### config.mk
export PLATFORM = sky130hd
export DESIGN_NAME = flow_trace_buf
export DESIGN_NICKNAME = d
export VERILOG_FILES = /design/src/rtl/ftb_pkg.sv /design/src/rtl/ftb_ctrl.sv /design/src/rtl/ftb_stack.sv /design/src/rtl/ftb_rdport.sv /design/src/rtl/flow_trace_buf.sv
export SDC_FILE = /design/constraint.sdc
export NUM_CORES = 1
export LEC_CHECK = 0
export BUFFER_PORTS_ARGS = -buffer_cell sky130_fd_sc_hd__buf_2
export CAP_MARGIN = 5
export CORE_UTILIZATION = 35
export CTS_CLUSTER_DIAMETER = 120
export CTS_CLUSTER_SIZE = 8
export DETAILED_ROUTE_END_ITERATION = 6
export PLACE_DENSITY_LB_ADDON = 0.12
export SLEW_MARGIN = 20
export SYNTH_ARGS = -nofsm -noshare
export SYNTH_HDL_FRONTEND = slang
export SYNTH_HIERARCHICAL = 1
export SYNTH_SLANG_ARGS = --single-unit
### constraint.sdc
create_clock -name clk -period 14.9 [get_ports clk]
set_input_delay 4.47 -clock clk [delete_from_list [all_inputs] [get_ports clk]]
set_output_delay 4.47 -clock clk [all_outputs]
set_load 0.1 [all_outputs]
### src/rtl/ftb_pkg.sv
package ftb_pkg;

  typedef enum logic [1:0] {
    SEL_CTRL = 2'd0,
    SEL_STAT = 2'd1,
    SEL_DATA = 2'd2,
    SEL_NONE = 2'd3
  } reg_sel_e;

  localparam int CB_PWR  = 0;
  localparam int CB_EN   = 1;
  localparam int CB_OVF  = 2;
  localparam int CB_LOOP = 3;
  localparam int CTRL_W  = 4;

  // Control word as software sees it
  function automatic logic [CTRL_W-1:0] ctrl_pack(input logic pwr, input logic en,
                                                  input logic ovf, input logic loop);
    return {loop, ovf, en, pwr};
  endfunction

endpackage

### src/rtl/ftb_ctrl.sv
module ftb_ctrl
  import ftb_pkg::*;
(
  input  logic              clk,
  input  logic              rst_n,
  input  logic              wr_i,
  input  logic [CTRL_W-1:0] wdata_i,
  input  logic              evict_i,
  output logic              pwr_o,
  output logic              en_o,
  output logic              ovf_o,
  output logic              loop_o,
  output logic              clr_o
);

  logic pwr_q, en_q, ovf_q, loop_q;

  // Power-down request empties the store
  assign clr_o = wr_i && !wdata_i[CB_PWR];

  always_ff @(posedge clk) begin
    if (!rst_n) begin
      pwr_q  <= 1'b0;
      en_q   <= 1'b0;
      ovf_q  <= 1'b0;
      loop_q <= 1'b0;
    end else begin
      if (wr_i) begin
        pwr_q  <= wdata_i[CB_PWR];
        en_q   <= wdata_i[CB_EN];
        loop_q <= wdata_i[CB_LOOP];
      end
      if (clr_o)
        ovf_q <= 1'b0;
      else if (evict_i)
        ovf_q <= 1'b1;
      else if (wr_i && wdata_i[CB_OVF])
        ovf_q <= 1'b0;
    end
  end

  assign pwr_o  = pwr_q;
  assign en_o   = en_q;
  assign ovf_o  = ovf_q;
  assign loop_o = loop_q;

endmodule

### src/rtl/ftb_stack.sv
module ftb_stack #(
  parameter int AW    = 32,
  parameter int DEPTH = 16,
  localparam int PW   = $clog2(DEPTH),
  localparam int CW   = $clog2(DEPTH + 1)
) (
  input  logic          clk,
  input  logic          rst_n,
  input  logic          clr_i,
  input  logic          cap_i,
  input  logic [AW-1:0] src_i,
  input  logic [AW-1:0] tgt_i,
  input  logic          pop_i,
  output logic [CW-1:0] count_o,
  output logic [CW-1:0] cnt_now_o,
  output logic [AW-1:0] word_o,
  output logic          half_o,
  output logic          evict_o,
  output logic          pop_done_o
);

  function automatic logic [PW-1:0] ptr_next(input logic [PW-1:0] p);
    return (p == PW'(DEPTH - 1)) ? '0 : p + 1'b1;
  endfunction

  function automatic logic [PW-1:0] ptr_prev(input logic [PW-1:0] p);
    return (p == '0) ? PW'(DEPTH - 1) : p - 1'b1;
  endfunction

  logic [AW-1:0] src_mem [DEPTH];
  logic [AW-1:0] tgt_mem [DEPTH];

  logic [PW-1:0] ptr_q, ptr_a, top_idx;
  logic [CW-1:0] cnt_q, cnt_a;
  logic          tog_q, tog_a;
  logic          full, has_entry, take;
  logic [AW-1:0] top_src, top_tgt;

  assign full    = (cnt_q == CW'(DEPTH));
  assign evict_o = cap_i && full;

  // View after the capture of this cycle, which is applied before the read
  assign cnt_a   = cap_i ? (full ? cnt_q : cnt_q + 1'b1) : cnt_q;
  assign ptr_a   = cap_i ? ptr_next(ptr_q) : ptr_q;
  assign tog_a   = cap_i ? 1'b0 : tog_q;
  assign top_idx = ptr_prev(ptr_q);
  assign top_src = cap_i ? src_i : src_mem[top_idx];
  assign top_tgt = cap_i ? tgt_i : tgt_mem[top_idx];

  assign has_entry  = (cnt_a != '0);
  assign take       = pop_i && has_entry;
  assign pop_done_o = take && tog_a;
  assign word_o     = !has_entry ? '0 : (tog_a ? top_src : top_tgt);

  always_ff @(posedge clk) begin
    if (cap_i && !clr_i) begin
      src_mem[ptr_q] <= src_i;
      tgt_mem[ptr_q] <= tgt_i;
    end
  end

  always_ff @(posedge clk) begin
    if (!rst_n || clr_i) begin
      ptr_q <= '0;
      cnt_q <= '0;
      tog_q <= 1'b0;
    end else if (take && tog_a) begin
      ptr_q <= ptr_prev(ptr_a);
      cnt_q <= cnt_a - 1'b1;
      tog_q <= 1'b0;
    end else begin
      ptr_q <= ptr_a;
      cnt_q <= cnt_a;
      tog_q <= take ? 1'b1 : tog_a;
    end
  end

  assign count_o   = cnt_q;
  assign cnt_now_o = cnt_a;
  assign half_o    = tog_q;

endmodule

### src/rtl/ftb_rdport.sv
module ftb_rdport
  import ftb_pkg::*;
#(
  parameter int AW = 32,
  parameter int DW = 32,
  parameter int CW = 5
) (
  input  logic              clk,
  input  logic              rst_n,
  input  logic              rd_i,
  input  logic [1:0]        sel_i,
  input  logic [CTRL_W-1:0] ctrl_i,
  input  logic [CW-1:0]     cnt_i,
  input  logic [AW-1:0]     word_i,
  output logic              pop_o,
  output logic [DW-1:0]     rdata_o
);

  reg_sel_e sel;
  assign sel   = reg_sel_e'(sel_i);
  assign pop_o = rd_i && (sel == SEL_DATA);

  always_ff @(posedge clk) begin
    if (!rst_n) begin
      rdata_o <= '0;
    end else if (rd_i) begin
      case (sel)
        SEL_CTRL: rdata_o <= DW'(ctrl_i);
        SEL_STAT: rdata_o <= DW'(cnt_i);
        SEL_DATA: rdata_o <= DW'(word_i);
        default:  rdata_o <= '0;
      endcase
    end
  end

endmodule

### src/rtl/flow_trace_buf.sv
module flow_trace_buf
  import ftb_pkg::*;
#(
  parameter int AW    = 32,
  parameter int DW    = 32,
  parameter int DEPTH = 16,
  localparam int CW   = $clog2(DEPTH + 1)
) (
  input  logic          clk,
  input  logic          rst_n,
  input  logic          br_valid,
  input  logic [AW-1:0] br_src,
  input  logic [AW-1:0] br_tgt,
  input  logic [1:0]    bus_sel,
  input  logic          bus_wr,
  input  logic          bus_rd,
  input  logic [DW-1:0] bus_wdata,
  output logic [DW-1:0] bus_rdata
);

  // Named internal events, observed by the checker
  logic              cap_fire, pop_fire, pop_done, clr_fire, evict;
  logic              pwr, en, ovf, loop_cmp, half;
  logic              ctrl_wr;
  logic [CW-1:0]     cnt, cnt_now;
  logic [AW-1:0]     word;
  logic [CTRL_W-1:0] ctrl_word;

  wire unused_wbits = ^bus_wdata[DW-1:CTRL_W];

  assign ctrl_wr   = bus_wr && (reg_sel_e'(bus_sel) == SEL_CTRL);
  assign cap_fire  = br_valid && pwr && en;
  assign ctrl_word = ctrl_pack(pwr, en, ovf, loop_cmp);

  ftb_ctrl u_ctrl (
    .clk     (clk),
    .rst_n   (rst_n),
    .wr_i    (ctrl_wr),
    .wdata_i (bus_wdata[CTRL_W-1:0]),
    .evict_i (evict),
    .pwr_o   (pwr),
    .en_o    (en),
    .ovf_o   (ovf),
    .loop_o  (loop_cmp),
    .clr_o   (clr_fire)
  );

  ftb_stack #(.AW(AW), .DEPTH(DEPTH)) u_stack (
    .clk        (clk),
    .rst_n      (rst_n),
    .clr_i      (clr_fire),
    .cap_i      (cap_fire),
    .src_i      (br_src),
    .tgt_i      (br_tgt),
    .pop_i      (pop_fire),
    .count_o    (cnt),
    .cnt_now_o  (cnt_now),
    .word_o     (word),
    .half_o     (half),
    .evict_o    (evict),
    .pop_done_o (pop_done)
  );

  ftb_rdport #(.AW(AW), .DW(DW), .CW(CW)) u_rdport (
    .clk     (clk),
    .rst_n   (rst_n),
    .rd_i    (bus_rd),
    .sel_i   (bus_sel),
    .ctrl_i  (ctrl_word),
    .cnt_i   (cnt_now),
    .word_i  (word),
    .pop_o   (pop_fire),
    .rdata_o (bus_rdata)
  );

endmodule

==> impl_metrics.csv, run 1 <==
group,metric,value,unit
logic_synthesis,synth_top_flop_cell,"edfxtp_1",
floorplan,num_rows,129,
finish,area_growth,15.2,%
clocking,clk_path_buf_depth,3,
clocking,htreeDepth,4,
power,swShare,19.7,%
placed_design,io_buffers,106,
drt,vias,24824,
finish,fin_nets,2813,
power,peakVddDrop,0.123,mV
sta,layout_worst_path_cycle_share,54.3,%
floorplan,die_h,355,um
floorplan,start_util,35.3,%
placed_design,dp.cells,4185,
status,violations,"design-rule violations",
power,power_leakage,15.9,nW
sta,finalMaxSlewViolations,0,
power,power_switching,1.28,mW
logic_synthesis,synth_area_leader_cell,"edfxtp_1",
logic_synthesis,ys_seq_elements,1070,
drt,drtIter0Drc,2249,
worst_setup_path,crit_slowest_cell,"o32ai_1",
sta,relSlewSlack,11.9,%
global_routing,grt_use_total,20.8,%
finish,drive_gt1_share,21.9,%
sta,skew,25.0,ps
worst_setup_path,path_buf_inv,4,
sta,fin_crit,8090,ps
clocking,post_cts_resized,0,
logic_synthesis,netlist_top_cells_count,"edfxtp_1 (1024), nand2_1 (166), a21oi_1 (155)",
clocking,cts_hold_buf,0,
drt,drc,2,
drt,wl_per_cell,29.8,um
global_routing,grt_pass1_wl,187,mm
floorplan,io_pins,135,
worst_setup_path,crit_path_frequent_cell,"buf_4",
sta,rsz0062_at_grt,"false",
worst_setup_path,crit_family,"compound AO/OA/AOI/OAI gates",
logic_synthesis,synth.area.top_cells,"edfxtp_1 (71%), mux4_2 (7.0%), mux2i_1 (3.1%), dfxtp_1 (2.1%), a21oi_1 (1.8%)",
logic_synthesis,synth_edf_count,1024,
placed_design,gp_congestion,0.793,
clocking,cts_sinks,1070,
sta,fmax,0.124,GHz
status,outcome,"finished, violations left",
hold_path,hp-class,"reg2reg",
finish,final_cells,4403,
logic_synthesis,synthesis.nets,2659,
drt,vias_per_cell,5.64,
clocking,root_buffer,"clkbuf_16",
power,pwr-share-comb,1.1,%
clocking,postCtsSetupRepairBufs,0,
clocking,clock_latency,750,ps
clocking,clk_pin_slew,50,ps
global_routing,antenna_found_initial,16,
logic_synthesis,yosys.area.top_type_share,70.6,%
global_routing,grt_max_degree,109,
logic_synthesis,yosys_warnings,6,
clocking,tritoncts,"built",
sta,finalSetupViolations,0,
worst_setup_path,cp.arrival,8750,ps
sta,tns,0,ps
power,powerDensity,130,nW/um^2
floorplan,dieArea,126000,um^2
logic_synthesis,netlist_area,43500,um^2
placed_design,hpwl,71.9,mm
worst_setup_path,cp.required,15570,ps
worst_setup_path,cp-end-kind,"flop",
worst_setup_path,worst-path-max-fanout,36,
logic_synthesis,ys_async_sr_fraction,0,%
floorplan,fp.dieW,355,um
floorplan,coreArea,123000,um^2
logic_synthesis,syn-instance-count,2547,
power,cell_internal_pwr,5.21,mW
worst_setup_path,path_class,"in2reg",
drt,ant_nets,0,
worst_setup_path,crit_chain,"buf_2, and3_2, buf_4, o21ai_0, mux2_2, inv_1, ha_1, nand4_1, nand2_1, buf_4, o32ai_1, mux2i_1, or2_2, a31oi_1",
worst_setup_path,cpPeakStageDelay,1140,ps
finish,utilization,40.6,%
sta,max_slew.worst_pin.slew,1320,ps
worst_setup_path,critPathLaunchType,"input pin",
drt,routed_wl,131,mm
drt,drt_pass1_iterations,7,
logic_synthesis,synth.most_common_cell,"edfxtp_1",
sta,timing.hold.ws,535,ps
power,clockPowerShare,48.1,%
global_routing,overflow,0,
flow_run,maxCapViolations,0,
global_routing,grt_pass1_vias,25528,
logic_synthesis,synth.distinct_cells,78,
logic_synthesis,postSynthAreaPerCell,17.1,um^2
clocking,cts_buffers,151,
power,pwr-share-seq,50.8,%
logic_synthesis,ys_seq_area_share,72.7,%
sta,hold_viol_final,0,
[stage by stage]
step / setup WS (ps) / total power [mW] / cell area (um^2)
global route: 6820 / 6.70 / 50100
CTS: 6960 / 6.57 / 50100
finish: 6810 / 6.50 / 50100
detailed placement: 6160 / 3.43 / 45900
floorplan: 2950 / 3.38 / 43500
global placement: 6150 / 3.43 / 45900
[tightest hold or removal path: stages (launching register included)]
cell	delay [ps]
dfxtp_1	310
mux2i_1	120
nor2b_1	60
[sequential cells by signal, indices dropped and copies added, names as in the netlist]
name,flops
u_ctrl/en_o,1
u_stack/half_o,1
u_stack/ptr_q,4
u_ctrl/pwr_o,1
u_stack/count_o,5
u_ctrl/loop_o,1
u_stack/tgt_mem,512
u_rdport/rdata_o,32
u_stack/src_mem,512
u_ctrl/ovf_o,1
[cells by family (layout without fill, tap and decap cells)]
kind of cell             after synthesis  count (layout)  share of synthesized area (%)
flip-flops                          1070            1070                           72.7
XOR/XNOR                              10              10                          0.201
buffers and inverters                195             412                           2.30
AND/OR/NAND/NOR                      424             424                           5.09
adder cells (fa/ha/maj)                9               9                          0.259
multiplexers                         304             304                           11.0
other                                  0               2                              0
AO/OA/AOI/OAI                        535             535                           8.42
[routing by layer]
| metal | global-route usage, % | share of wire, % | vias to the layer above | wire length (um) |
|---|---|---|---|---|
| met5 | 0 | 0.054 | - | 71 |
| met4 | 7.51 | 3.1 | 12 | 4120 |
| met3 | 3.75 | 5.7 | 217 | 7520 |
| met2 | 33.5 | 48 | 815 | 62300 |
| met1 | 28.2 | 44 | 13145 | 57000 |
| li1 | - | - | 10635 | - |
[final timing paths]
| kind | start | end | slack (ps) | cells after the start |
|---|---|---|---|---|
| worst max-delay path | br_valid | u_rdport/rdata_o[0] | 6810 | 14 |
| worst min-delay path | u_ctrl/pwr_o | u_ctrl/pwr_o | 530 | 2 |
| worst max register to register | u_stack/ptr_q[0] | u_rdport/rdata_o[1] | 7940 | 14 |
| worst min register to register | u_ctrl/pwr_o | u_ctrl/pwr_o | 530 | 2 |
[area by class of cell]
type                    instances  area (um^2)
fillers                     11094        73300
flip-flops and latches       1070        31700
multi-input cells            1282        11000
clock buffers                 208         4140
well taps                    1637         2050
repair buffers                180         1100
clock inverters                 8         98.8
inverters                      16         60.1
diodes                          2         5.00
[power groups by stage]
stage | sequential (mW) | combinational, mW | clock [mW]
after detailed placement | 3.36 | 0.0744 | 0
after floorplan | 3.36 | 0.0150 | 0
after global routing | 3.29 | 0.0808 | 3.32
final | 3.30 | 0.0732 | 3.12
after global placement | 3.36 | 0.0694 | 0
after CTS | 3.30 | 0.0745 | 3.20
[cell usage in the layout (no fill, tap or decap), types with 31 or more instances in the layout]
cell type     n
mux2i_1     137
buf_2       106
a221oi_1     49
clkbuf_16   158
buf_4        73
o21ai_0      64
nor2b_1      35
clkbuf_1     50
o22ai_1      48
mux4_2      136
dfxtp_1      44
edfxtp_1   1024
a21oi_1     153
mux2_2       31
nand2_1     166
a211oi_1     37
nor3_1       32
nor2_1       36
Power figures use the tool's default switching activity.
==> inputs of run 2 (changes only) <==
==> constraint.sdc (replaced) <==
create_clock -name clk -period 8.45 [get_ports clk]
set_input_delay 2.535 -clock clk [delete_from_list [all_inputs] [get_ports clk]]
set_output_delay 2.535 -clock clk [all_outputs]
set_load 0.1 [all_outputs]
==> impl_metrics.csv, run 2 (synthesis gave the netlist of run 1 again) <==
group,metric,value,unit
flow_run,maxCapViolations,0,
drt,vias_per_cell,5.68,
sta,max_slew.worst_pin.slew,1190,ps
worst_setup_path,cp.required,9120,ps
drt,drt_pass1_iterations,6,
placed_design,place_ws,2180,ps
clocking,htreeDepth,4,
worst_setup_path,path_class,"in2reg",
global_routing,grt_use_total,21.0,%
placed_design,io_buffers,106,
sta,fmax,0.180,GHz
clocking,root_buffer,"clkbuf_16",
floorplan,fp.dieW,355,um
sta,skew,17.5,ps
sta,rsz0062_at_grt,"false",
clocking,clock_latency,760,ps
global_routing,grt_pass1_vias,25836,
worst_setup_path,worst-path-max-fanout,22,
floorplan,dieArea,126000,um^2
worst_setup_path,critPathLaunchType,"input pin",
sta,hold_viol_final,0,
global_routing,overflow,0,
sta,finalSetupViolations,0,
floorplan,io_pins,135,
sta,finalMaxSlewViolations,0,
worst_setup_path,crit_path_frequent_cell,"buf_4",
finish,final_cell_mix,"edfxtp_1 (1024), nand2_1 (166), clkbuf_16 (154)",
global_routing,grtUsageMet3,3.86,%
worst_setup_path,cpPeakStageDelay,630,ps
floorplan,start_util,35.3,%
finish,final_cells,4422,
sta,tns,0,ps
global_routing,grt_max_degree,104,
power,power_leakage,16.0,nW
floorplan,num_rows,129,
drt,routed_wl,132,mm
drt,ant_nets,0,
sta,layout_worst_path_cycle_share,65.6,%
clocking,cts_hold_buf,0,
drt,wl_per_cell,29.9,um
hold_path,hp-class,"reg2reg",
global_routing,grt_util_met2,33.7,%
global_routing,grt_pass1_wl,188,mm
clocking,tritoncts,"built",
power,peakVddDrop,0.196,mV
finish,fin_nets,2825,
drt,drc,0,
worst_setup_path,path_buf_inv,4,
clocking,cts_buffers,151,
placed_design,hpwl,73.9,mm
clocking,post_cts_resized,0,
worst_setup_path,cp.arrival,6210,ps
worst_setup_path,cp-end-kind,"flop",
worst_setup_path,crit_family,"simple AND/OR/NAND/NOR gates",
sta,fin_crit,5540,ps
placed_design,dp.cells,4197,
finish,drive_gt1_share,22.2,%
finish,largest_registers,"u_stack/src_mem (512), u_stack/tgt_mem (512), u_rdport/rdata_o (32)",
drt,drtIter0Drc,2480,
floorplan,coreArea,123000,um^2
clocking,clk_pin_slew,50,ps
placed_design,gp_congestion,0.789,
finish,fillers,11240,
drt,vias,25101,
global_routing,antenna_found_initial,17,
sta,relSlewSlack,20.7,%
worst_setup_path,crit_chain,"buf_2, and3_2, o21ai_0, mux2_2, inv_1, ha_1, nand4_1, buf_4, nand2_1, o32ai_1, buf_4, mux2i_1, or2_2, a31oi_1",
clocking,postCtsSetupRepairBufs,0,
worst_setup_path,crit_slowest_cell,"and3_2",
global_routing,grt_util_met1,28.8,%
floorplan,die_h,355,um
power,powerDensity,227,nW/um^2
finish,layout_commonest_cell,"edfxtp_1",
clocking,cts_sinks,1070,
status,outcome,"finished, final reports clean",
global_routing,top_usage_layer,"met2",
sta,worst_slack,2910,ps
finish,area_growth,15.8,%
clocking,clk_path_buf_depth,3,
-- run 2: cell count changes in the layout (fill, tap and decap cells not counted), moves of 3 or more --
cell,change
nor4_2,-3
clkbuf_16,-4
clkbuf_1,+6
nor4_4,+3
buf_12,+10
-- run 2: worst min-delay path, cell delays in order, from the launching register on --
cell,delay (ps)
dfxtp_1,310
o21ai_0,140
a31oi_1,40
-- run 2: worst paths after layout --
kind / slack, ps / to / cells after the start / start
worst min-delay path: 540 / u_rdport/rdata_o[0] / 2 / u_rdport/rdata_o[0]
worst min register to register: 540 / u_rdport/rdata_o[0] / 2 / u_rdport/rdata_o[0]
worst max register to register: 3320 / u_rdport/rdata_o[20] / 12 / u_stack/ptr_q[0]
worst max-delay path: 2910 / u_rdport/rdata_o[3] / 14 / br_valid
-- run 2: metrics by stage --
stage	util (%)	instance area (um^2)	hold WS (ps)	total power [mW]
final	40.9	50400	540	11.5
after global routing	40.8	50400	579	11.8
after CTS	40.8	50400	536	11.6
after detailed placement	37.4	46200	525	6.05
after global placement	37.4	46100	535	6.04
after floorplan	-	43600	482	5.96
-- run 2: per-layer routing --
metal | routed length [um] | part of all wire [%]
met5 | 109 | 0.082
met4 | 3360 | 2.5
met3 | 7600 | 5.7
met2 | 62900 | 48
met1 | 58400 | 44
-- run 2: area by class of cell --
| cell class | instances | area, um^2 | share of cell area (%) |
|---|---|---|---|
| multi-input combinational | 1282 | 11100 | 21.9 |
| antenna | 2 | 5.00 | 0.00992 |
| clock buffer | 210 | 4060 | 8.06 |
| sequential | 1070 | 31700 | 62.8 |
| clock inverter | 13 | 208 | 0.412 |
| tap | 1637 | 2050 | 4.06 |
| inverter | 16 | 60.1 | 0.119 |
| timing repair buffer | 192 | 1320 | 2.62 |
-- run 2: where the power goes --
part           leakage [nW]  switching [mW]  internal [mW]
Clock                  2.06            2.21           3.32
Combinational          4.34           0.104         0.0253
Sequential             9.57         0.00142           5.82
Total                  16.0            2.32           9.16
==> inputs of run 3 (changes only) <==
==> constraint.sdc (replaced) <==
create_clock -name clk -period 4.7 [get_ports clk]
set_input_delay 1.41 -clock clk [delete_from_list [all_inputs] [get_ports clk]]
set_output_delay 1.41 -clock clk [all_outputs]
set_load 0.1 [all_outputs]
==> impl_metrics.csv, run 3 (synthesis gave the netlist of run 1 again) <==
group,metric,value,unit
global_routing,grt_pass1_vias,25749,
clocking,cts_hold_buf,0,
sta,relSlewSlack,27.5,%
sta,layout_worst_path_cycle_share,83.4,%
placed_design,dp.cells,4242,
drt,vias_per_cell,5.66,
sta,fmax,0.255,GHz
finish,final_cells,4460,
drt,routed_wl,133,mm
clocking,post_cts_resized,0,
global_routing,grt_pass1_wl,187,mm
floorplan,die_h,355,um
sta,finalSetupViolations,0,
clocking,root_buffer,"clkbuf_16",
drt,drtIter0Drc,2139,
clocking,tritoncts,"built",
clocking,cts_buffers,152,
finish,drive_gt1_share,23.5,%
finish,largest_registers,"u_stack/src_mem (512), u_stack/tgt_mem (512), u_rdport/rdata_o (32)",
sta,worst_slack,780,ps
status,outcome,"finished, final reports clean",
drt,drc,0,
floorplan,start_util,35.3,%
power,peakVddDrop,0.336,mV
global_routing,antenna_found_initial,14,
clocking,htreeDepth,4,
floorplan,io_pins,135,
placed_design,io_buffers,106,
clocking,postCtsSetupRepairBufs,0,
floorplan,num_rows,129,
sta,fin_crit,3920,ps
drt,drt_pass1_iterations,5,
worst_setup_path,rrSetupSlack,780,ps
worst_setup_path,path_class,"reg2reg",
floorplan,fp.dieW,355,um
global_routing,grt_use_total,21.0,%
drt,wl_per_cell,29.8,um
drt,ant_nets,0,
placed_design,placed_cell_area,46700,um^2
drt,vias,25240,
finish,fillers,11054,
global_routing,overflow,0,
placed_design,hpwl,73.9,mm
worst_setup_path,cp-end-kind,"flop",
sta,tns,0,ps
power,powerDensity,403,nW/um^2
floorplan,coreArea,123000,um^2
sta,max_slew.worst_pin.slew,1090,ps
worst_setup_path,cp.required,5290,ps
finish,fin_nets,2871,
hold_path,hp-class,"reg2reg",
clocking,clk_pin_slew,50,ps
worst_setup_path,cp.arrival,4510,ps
sta,finalMaxSlewViolations,0,
placed_design,gp_congestion,0.792,
worst_setup_path,critPathLaunchType,"flop",
sta,rsz0062_at_grt,"false",
flow_run,maxCapViolations,0,
clocking,clk_path_buf_depth,3,
power,power_leakage,16.2,nW
sta,hold_viol_final,0,
finish,utilization,41.2,%
worst_setup_path,worst-path-max-fanout,21,
global_routing,grt_max_degree,85,
sta,skew,36.1,ps
floorplan,dieArea,126000,um^2
placed_design,place_ws,222,ps
finish,layout_commonest_cell,"edfxtp_1",
clocking,clock_latency,740,ps
clocking,cts_sinks,1070,
finish,final_area,50900,um^2
finish,final_cell_mix,"edfxtp_1 (1024), nand2_1 (166), clkbuf_16 (155)",
finish,area_growth,16.9,%
==> run 3: metal layers <==
| metal | GRT usage, % | routed length, um | share of wire, % | up-vias |
|---|---|---|---|---|
| met5 | 0 | 81 | 0.061 | - |
| met4 | 6.52 | 3450 | 2.6 | 12 |
| met3 | 4.67 | 9080 | 6.8 | 224 |
| met2 | 33.9 | 62900 | 47 | 817 |
| met1 | 28.2 | 57200 | 43 | 13441 |
| li1 | - | - | - | 10746 |
==> run 3: through the flow <==
| stage | total power [mW] | hold WS [ps] |
|---|---|---|
| after floorplan | 10.7 | 482 |
| after global placement | 10.9 | 521 |
| after detailed placement | 10.9 | 516 |
| after CTS | 20.7 | 527 |
| after global routing | 21.1 | 540 |
| final | 20.5 | 535 |
==> run 3: critical path, stage by stage, from the launching register on <==
cell and delay, ps:
dfxtp_1 510, inv_1 200, ha_4 220, or3b_4 490
nand2_8 230, nand2_1 590, a21oi_1 70, a2111oi_0 720
o32ai_1 190, buf_4 200, mux2i_1 110, or2_2 120
a31oi_1 70
==> run 3: power breakdown <==
part           internal (mW)  total [mW]  switching, mW
clock network           5.94        9.82           3.88
registers               10.5        10.5        0.00189
logic                 0.0473       0.239          0.191
==> run 3: layout make-up <==
cell class	instances	area, um^2	share of cell area (%)
flip-flops and latches	1070	31700	62.2
multi-input cells	1282	11100	21.8
clock buffers	206	4070	8.00
well taps	1637	2050	4.02
repair buffers	237	1850	3.64
clock inverters	11	123	0.241
inverters	16	60.1	0.118
diodes	1	2.50	0.00492
==> run 3: worst paths after layout <==
path	endpoint	cells after the start	startpoint
worst min-delay path	u_rdport/rdata_o[1]	2	u_rdport/rdata_o[1]
worst max-delay path	u_rdport/rdata_o[0]	12	u_stack/ptr_q[1]
worst min register to register	u_rdport/rdata_o[1]	2	u_rdport/rdata_o[1]
worst max register to register	u_rdport/rdata_o[0]	12	u_stack/ptr_q[1]
